File: config.mk
export PLATFORM = sky130hd
export DESIGN_NAME = tmo_agent
export DESIGN_NICKNAME = d
export VERILOG_FILES = /design/src/rtl/tmo_pkg.sv /design/src/rtl/tmo_tick_sel.sv /design/src/rtl/tmo_pend_cnt.sv /design/src/rtl/tmo_agent.sv
export SDC_FILE = /design/constraint.sdc
export NUM_CORES = 1
export LEC_CHECK = 0
export ABC_AREA = 1
export BUFFER_PORTS_ARGS = -buffer_cell sky130_fd_sc_hd__buf_2
export CAP_MARGIN = 15
export CORE_UTILIZATION = 40
export CTS_CLUSTER_DIAMETER = 80
export DETAILED_ROUTE_END_ITERATION = 16
export PLACE_DENSITY_LB_ADDON = 0.05
export SYNTH_ARGS = -nofsm -noshare
export SYNTH_HDL_FRONTEND = slang
export SYNTH_SLANG_ARGS = --single-unit
File: constraint.sdc
create_clock -name clk -period 2.2 [get_ports clk]
set_input_delay 0 -clock clk [delete_from_list [all_inputs] [get_ports clk]]
set_output_delay 0 -clock clk [all_outputs]
set_load 0.005 [all_outputs]
File: src/rtl/tmo_pkg.sv
package tmo_pkg;
  typedef enum logic [1:0] {
    PH_IDLE = 2'd0,
    PH_CMD  = 2'd1,
    PH_WAIT = 2'd2,
    PH_RESP = 2'd3
  } ph_t;
endpackage

File: src/rtl/tmo_tick_sel.sv
module tmo_tick_sel #(
  parameter int N_BASE = 4,
  parameter int SEL_W  = 3
) (
  input  logic              clk,
  input  logic              rst_n,
  input  logic [N_BASE-1:0] tick_in,
  input  logic [SEL_W-1:0]  tick_sel,
  output logic              tick
);
  logic [N_BASE-1:0] hit;

  for (genvar k = 0; k < N_BASE; k++) begin : g_base
    assign hit[k] = tick_in[k] && (tick_sel == SEL_W'(k + 1));
  end

  assign tick = |hit;

  AST_TICK_CODE: assert property (@(posedge clk) disable iff (!rst_n)
    tick |-> (tick_sel != '0 && tick_sel <= SEL_W'(N_BASE)));
endmodule

File: src/rtl/tmo_pend_cnt.sv
module tmo_pend_cnt #(
  parameter int LIMIT = 2
) (
  input  logic clk,
  input  logic rst_n,
  input  logic clr,
  input  logic pending,
  input  logic tick,
  output logic fire
);
  localparam int CNT_W = $clog2(LIMIT + 1);

  logic [CNT_W-1:0] cnt_q;

  assign fire = pending && tick && !clr && (cnt_q == CNT_W'(LIMIT - 1));

  always_ff @(posedge clk or negedge rst_n) begin
    if (!rst_n) begin
      cnt_q <= '0;
    end else if (clr || !pending || fire) begin
      cnt_q <= '0;
    end else if (tick) begin
      cnt_q <= cnt_q + CNT_W'(1);
    end
  end

  AST_CNT_RANGE: assert property (@(posedge clk) disable iff (!rst_n)
    cnt_q < CNT_W'(LIMIT));
  AST_CNT_IDLE: assert property (@(posedge clk) disable iff (!rst_n)
    !pending |=> (cnt_q == '0));
endmodule

File: src/rtl/tmo_agent.sv
module tmo_agent #(
  parameter int DATA_W = 16,
  parameter int N_BASE = 4,
  parameter int SEL_W  = 3,
  parameter int LIMIT  = 2
) (
  input  logic              clk,
  input  logic              rst_n,
  input  logic              up_req_valid,
  output logic              up_req_ready,
  input  logic              up_req_local,
  input  logic [DATA_W-1:0] up_req_data,
  output logic              up_rsp_valid,
  input  logic              up_rsp_ready,
  output logic              up_rsp_err,
  output logic [DATA_W-1:0] up_rsp_data,
  output logic              dn_cmd_valid,
  input  logic              dn_cmd_ready,
  output logic [DATA_W-1:0] dn_cmd_data,
  input  logic              dn_rsp_valid,
  output logic              dn_rsp_ready,
  input  logic [DATA_W-1:0] dn_rsp_data,
  input  logic [N_BASE-1:0] tick_in,
  input  logic [SEL_W-1:0]  tick_sel,
  input  logic              agent_srst,
  output logic              tmo_sticky,
  output logic              tmo_irq
);
  import tmo_pkg::*;

  ph_t               ph_q;
  logic              sticky_q;
  logic              irq_q;
  logic              rerr_q;
  logic [DATA_W-1:0] rdata_q;
  logic [DATA_W-1:0] cmd_q;
  logic [DATA_W-1:0] loc_word;
  logic              tick;
  logic              fire;
  logic              pending;
  logic              done_rsp;

  tmo_tick_sel #(.N_BASE(N_BASE), .SEL_W(SEL_W)) u_sel (
    .clk      (clk),
    .rst_n    (rst_n),
    .tick_in  (tick_in),
    .tick_sel (tick_sel),
    .tick     (tick)
  );

  assign pending  = (ph_q == PH_CMD) || (ph_q == PH_WAIT);
  assign done_rsp = (ph_q == PH_WAIT) && dn_rsp_valid;

  tmo_pend_cnt #(.LIMIT(LIMIT)) u_cnt (
    .clk     (clk),
    .rst_n   (rst_n),
    .clr     (done_rsp || agent_srst),
    .pending (pending),
    .tick    (tick),
    .fire    (fire)
  );

  always_comb begin
    loc_word = '0;
    loc_word[SEL_W-1:0] = tick_sel;
    loc_word[SEL_W] = sticky_q;
  end

  always_ff @(posedge clk or negedge rst_n) begin
    if (!rst_n) begin
      ph_q     <= PH_IDLE;
      sticky_q <= 1'b0;
      irq_q    <= 1'b0;
      rerr_q   <= 1'b0;
      rdata_q  <= '0;
      cmd_q    <= '0;
    end else if (agent_srst) begin
      ph_q     <= PH_IDLE;
      sticky_q <= 1'b0;
      irq_q    <= 1'b0;
      rerr_q   <= 1'b0;
      rdata_q  <= '0;
      cmd_q    <= '0;
    end else begin
      irq_q <= 1'b0;
      case (ph_q)
        PH_IDLE: begin
          if (up_req_valid) begin
            if (up_req_local) begin
              ph_q    <= PH_RESP;
              rerr_q  <= 1'b0;
              rdata_q <= loc_word;
            end else if (sticky_q) begin
              ph_q    <= PH_RESP;
              rerr_q  <= 1'b1;
              rdata_q <= '0;
            end else begin
              ph_q  <= PH_CMD;
              cmd_q <= up_req_data;
            end
          end
        end
        PH_CMD, PH_WAIT: begin
          if (done_rsp) begin
            ph_q    <= PH_RESP;
            rerr_q  <= 1'b0;
            rdata_q <= dn_rsp_data;
          end else if (fire) begin
            ph_q     <= PH_RESP;
            rerr_q   <= 1'b1;
            rdata_q  <= '0;
            sticky_q <= 1'b1;
            irq_q    <= 1'b1;
          end else if (ph_q == PH_CMD && dn_cmd_ready) begin
            ph_q <= PH_WAIT;
          end
        end
        default: begin
          if (up_rsp_ready) ph_q <= PH_IDLE;
        end
      endcase
    end
  end

  assign up_req_ready = (ph_q == PH_IDLE);
  assign up_rsp_valid = (ph_q == PH_RESP);
  assign up_rsp_err   = rerr_q;
  assign up_rsp_data  = rdata_q;
  assign dn_cmd_valid = (ph_q == PH_CMD);
  assign dn_cmd_data  = cmd_q;
  assign dn_rsp_ready = (ph_q == PH_WAIT) || sticky_q;
  assign tmo_sticky   = sticky_q;
  assign tmo_irq      = irq_q;

  AST_CMD_HOLD: assert property (@(posedge clk) disable iff (!rst_n)
    (dn_cmd_valid && !dn_cmd_ready && !fire && !agent_srst) |=> (dn_cmd_valid && $stable(dn_cmd_data)));
  AST_RSP_HOLD: assert property (@(posedge clk) disable iff (!rst_n)
    (up_rsp_valid && !up_rsp_ready && !agent_srst) |=> (up_rsp_valid && $stable(up_rsp_data) && $stable(up_rsp_err)));
  AST_EVT_PULSE: assert property (@(posedge clk) disable iff (!rst_n)
    tmo_irq |=> !tmo_irq);
  AST_EVT_WITH_ERR: assert property (@(posedge clk) disable iff (!rst_n)
    tmo_irq |-> (tmo_sticky && up_rsp_valid && up_rsp_err));
  AST_STICKY_HOLD: assert property (@(posedge clk) disable iff (!rst_n)
    (tmo_sticky && !agent_srst) |=> tmo_sticky);
  AST_ISOLATE: assert property (@(posedge clk) disable iff (!rst_n)
    tmo_sticky |-> (!dn_cmd_valid && dn_rsp_ready));
  AST_SRST_CLEAR: assert property (@(posedge clk) disable iff (!rst_n)
    agent_srst |=> (!tmo_sticky && up_req_ready && !tmo_irq));
endmodule

==> run summary <==
The flow ran to the end, and the final reports show no timing, DRC or antenna violations. The clock network latency to the later pin of the worst-skew pair is 0.29 ns. For this run, the number of standard cells in the final layout without fillers is 427. The average instance area after synthesis is 7.75 sq um. The biggest area contributor in the post-synthesis netlist is dfrtp_1. The total number of nets in the final design came out at 412. In this run, the number of DRC markers left after iteration 0 of detailed routing was 82. The sequential cells in the finished layout cover a total of 976 sq um. In this run the static leakage power is 1.60 nW. After synthesis, the cell types taking the most area are dfrtp_1, nand2_1, nand3_1. The area share of the largest cell type after synthesis came out at 48.6%. The net count after synthesis came out at 311. The residual overflow from global routing is 0. The number of antenna violations at the first check in global routing came to 0. The most used routing layer in global routing is met2. Of the total power, the share spent switching nets is 36.0%. The tool flagged a number of max-cap violations equal to 0. Across all layers, the routed design uses 1976 vias. The data required time at the worst endpoint is 2.38 ns.

In this run the tightest slew margin relative to its limit is 41.9%. The number of hold violations in the final report was 0. The number of setup buffers added after CTS came out at 0. The number of enable flip-flop cells after synthesis is 0. Subtracting the final worst setup slack from the clock period gives 1.97 ns. After clock tree synthesis, the repair step resized 0 gates. The dominant cell by count in the synthesized netlist is nand2_1. The category of the most critical setup path is flip-flop to flip-flop. The overall power of the completed layout came out at 2.22 mW. The number of pins with negative max-slew slack in the final report is 0.

The count of unique library cells instantiated by Yosys is 23. The maximum level of the CTS H-tree is 2. In this design, the critical path's most frequently occurring cell is nand2_1. In this run the deepest clock path goes through 2 buffers.

Of the total power, the clock network draws 26.1%. At the end of routability-driven placement, the weighted congestion stood at 0.837. Setup total negative slack on the finished layout was measured at 0 ns. The final antenna diode count came out at 0. The arrival time at the worst endpoint came out at 2.15 ns. The combinational share of power came out at 35.0%. The number of global-route vias before repair came out at 1873. The highest clock rate came out at 509 MHz. The total core area came out at 4790 sq um. Sequential cells account for 38.9% of the total power. The layout filler cell count is 462. The largest net degree at the start of global routing is 40.

The detailed placer's ending HPWL came out at 3320 um. The endpoint type of the worst setup path is a flip-flop. In this run the remaining antenna-violating nets after routing total 0. The number of synthesis warnings is 0.

After synthesis, the share of flip-flops with an asynchronous set or reset is 100%. The worst IR drop on VDD came out at 0.462 mV. The net switching power of the design came out at 800 uW.

The count of final setup violators came out at 0. The mean number of vias per cell came out at 4.63. The floorplan row count came out at 25. Cell internal power was estimated by the tool at 1.42 mW. The highest net fanout along the worst path is 18. The tree is rooted in a clkbuf_8.

In this run the count of I/O pins placed on the die edge is 86. Setup repair after global routing left no endpoint under its margin. For this run, the slowest stage of the critical path takes 0.40 ns.

The die extent in y is 72.9 um. The synthesized netlist cell count came out at 259. In the final routed layout, each cell accounts on average for 11.3 um. The slew at the pin closest to its max-slew limit came out at 0.872 ns. The sequential cell area fraction in the yosys report came out at 48.6%. The number of iterations in the first detailed-routing pass came out at 4. The signal on the critical path passes through inv_1 > ha_1 > inv_1 > nor2_1 > nand2_1 > o31ai_1 > nor2_4 > nand2_4 > nand2_1 > nand2_1. The most used flip-flop cell after synthesis is dfrtp_1. After clock tree synthesis, the clock-pin slew on the worst setup and hold paths is 0.08 ns. On the critical path, the stage with the largest delay is an instance of nor2_4. In the global route stage, met3 resource usage came out at 4.83%. Compared with the post-synthesis result, the final layout area differs by 37.2%. The routed wire length is 4820 um. The fraction of final layout cells sized beyond drive strength 1 came out at 28.6%.

The share of the cycle needed by the critical path after routing came out at 89.4%. The overall die area is 5310 sq um. The final routed DRC violation total came out at 0. The clock tree from TritonCTS is built. The clock buffer count from CTS is 5. The total routing usage reported by global routing came out at 19.8%. The post-synthesis register bit count came out at 39. The total power per unit cell area came out at 806 nW/um^2. For this run, global-route usage on met2 was measured as 33.0%.

The first-pass GRT wire length is 7960 um. STA classifies the critical path startpoint as a flip-flop. The floorplan die width is 72.9 um. The area of the mapped netlist is 2010 sq um.

The count of input and output buffers is 85. After synthesis, the most frequently instantiated cells are nand2_1, inv_1, dfrtp_1, nand3_1, o21ai_0. The worst hold path class is primary input to flip-flop. The number of clock sinks is 39.

The initial core utilization is 42.0%. The total area of multi-input combinational cells came out at 825 sq um. The placed instance count came out at 403. The global routing met1 resource utilization came out at 24.1%. The clock arrives with 0.00565 ns of skew.
-- cells by family after synthesis --
kind of cell	share of synthesized area (%)
adders and majority gates	3.12
AOI/OAI and AO/OA	7.79
DFF	48.6
and+or+nand+nor	30.0
buffers and inverters	10.5
-- routing by layer --
metal | part of all wire [%] | vias up
met4 | 1.9 | 0
met1 | 47 | 894
met2 | 45 | 66
li1 | - | 1007
met5 | 0 | -
met3 | 5.7 | 9
-- stage by stage --
step	util (%)	area, sq um	setup slack (ns)	hold WS [ns]
after floorplan	-	2010	0.492	-0.296
after global placement	51.8	2480	0.242	0.183
after detailed placement	51.8	2480	0.233	0.173
after CTS	57.6	2760	0.205	0.0198
after global routing	57.6	2760	0.0119	0.0389
final	57.6	2760	0.234	0.0285
-- final timing paths --
check,slack (ns),startpoint,to,cells after the start
setup / recovery,0.23,ph_q[0],up_rsp_data[15],10
hold / removal,0.03,dn_rsp_data[7],up_rsp_data[7],5
setup reg to reg,0.23,ph_q[0],up_rsp_data[15],10
hold reg to reg,0.47,up_rsp_data[14],up_rsp_data[14],2
max in group asynchronous,1.29,rst_n,up_rsp_err,2
min in group asynchronous,0.37,rst_n,up_rsp_data[13],2
-- power groups by stage --
stage,clock network (mW),logic (mW),registers [mW]
after CTS,0.598,0.785,0.863
after floorplan,0,0.519,0.878
after global routing,0.630,0.881,0.872
final,0.580,0.778,0.864
after detailed placement,0,0.761,0.875
after global placement,0,0.744,0.877
-- sequential cells by signal, summed over array words and instances (netlist names) --
name and count:
dn_cmd_data 16, up_rsp_err 1, up_rsp_data 16, u_cnt.cnt_q 2
ph_q 2, tmo_irq 1, tmo_sticky 1
-- critical path: cells and delay by family, from the launching register on --
kind            cells  cell delay (ns)
fa+ha+maj           1             0.30
buf+inv             2             0.18
simple gates        6             0.87
flops               1             0.39
compound gates      1             0.11
-- timing repair --
| action | 4_1_cts | 5_1_grt |
|---|---|---|
| hold endpoints to repair | 55 | 0 |
| hold buffers | 17 | 0 |
| endpoints found under the setup margin | 0 | 0 |
-- final cells by class --
cell class / instances / area share [%]
clock buffer: 5 / 2.50
clock inverter: 2 / 1.36
inverter: 43 / 5.86
timing repair buffer: 103 / 21.9
sequential: 39 / 35.4
multi-input combinational: 168 / 29.9
tap: 67 / 3.04
-- placed cells by master (no fill, tap or decap) --
cell,instances
nand2_2,1
a21oi_1,4
or2_2,1
buf_4,1
o21ai_2,1
nor2_1,22
clkbuf_8,5
nor3_1,2
nor2_2,1
nor2_4,2
nand3_4,1
dlygate4sd3_1,17
nand2_1,62
clkinvlp_4,1
nand3_1,39
bufinv_16,1
buf_2,85
nand2_4,2
a31oi_1,1
o31ai_1,2
ha_1,5
dfrtp_1,39
o21ai_0,22
inv_1,42
inv_2,1
Note: power is estimated with default switching activity, not from simulation.
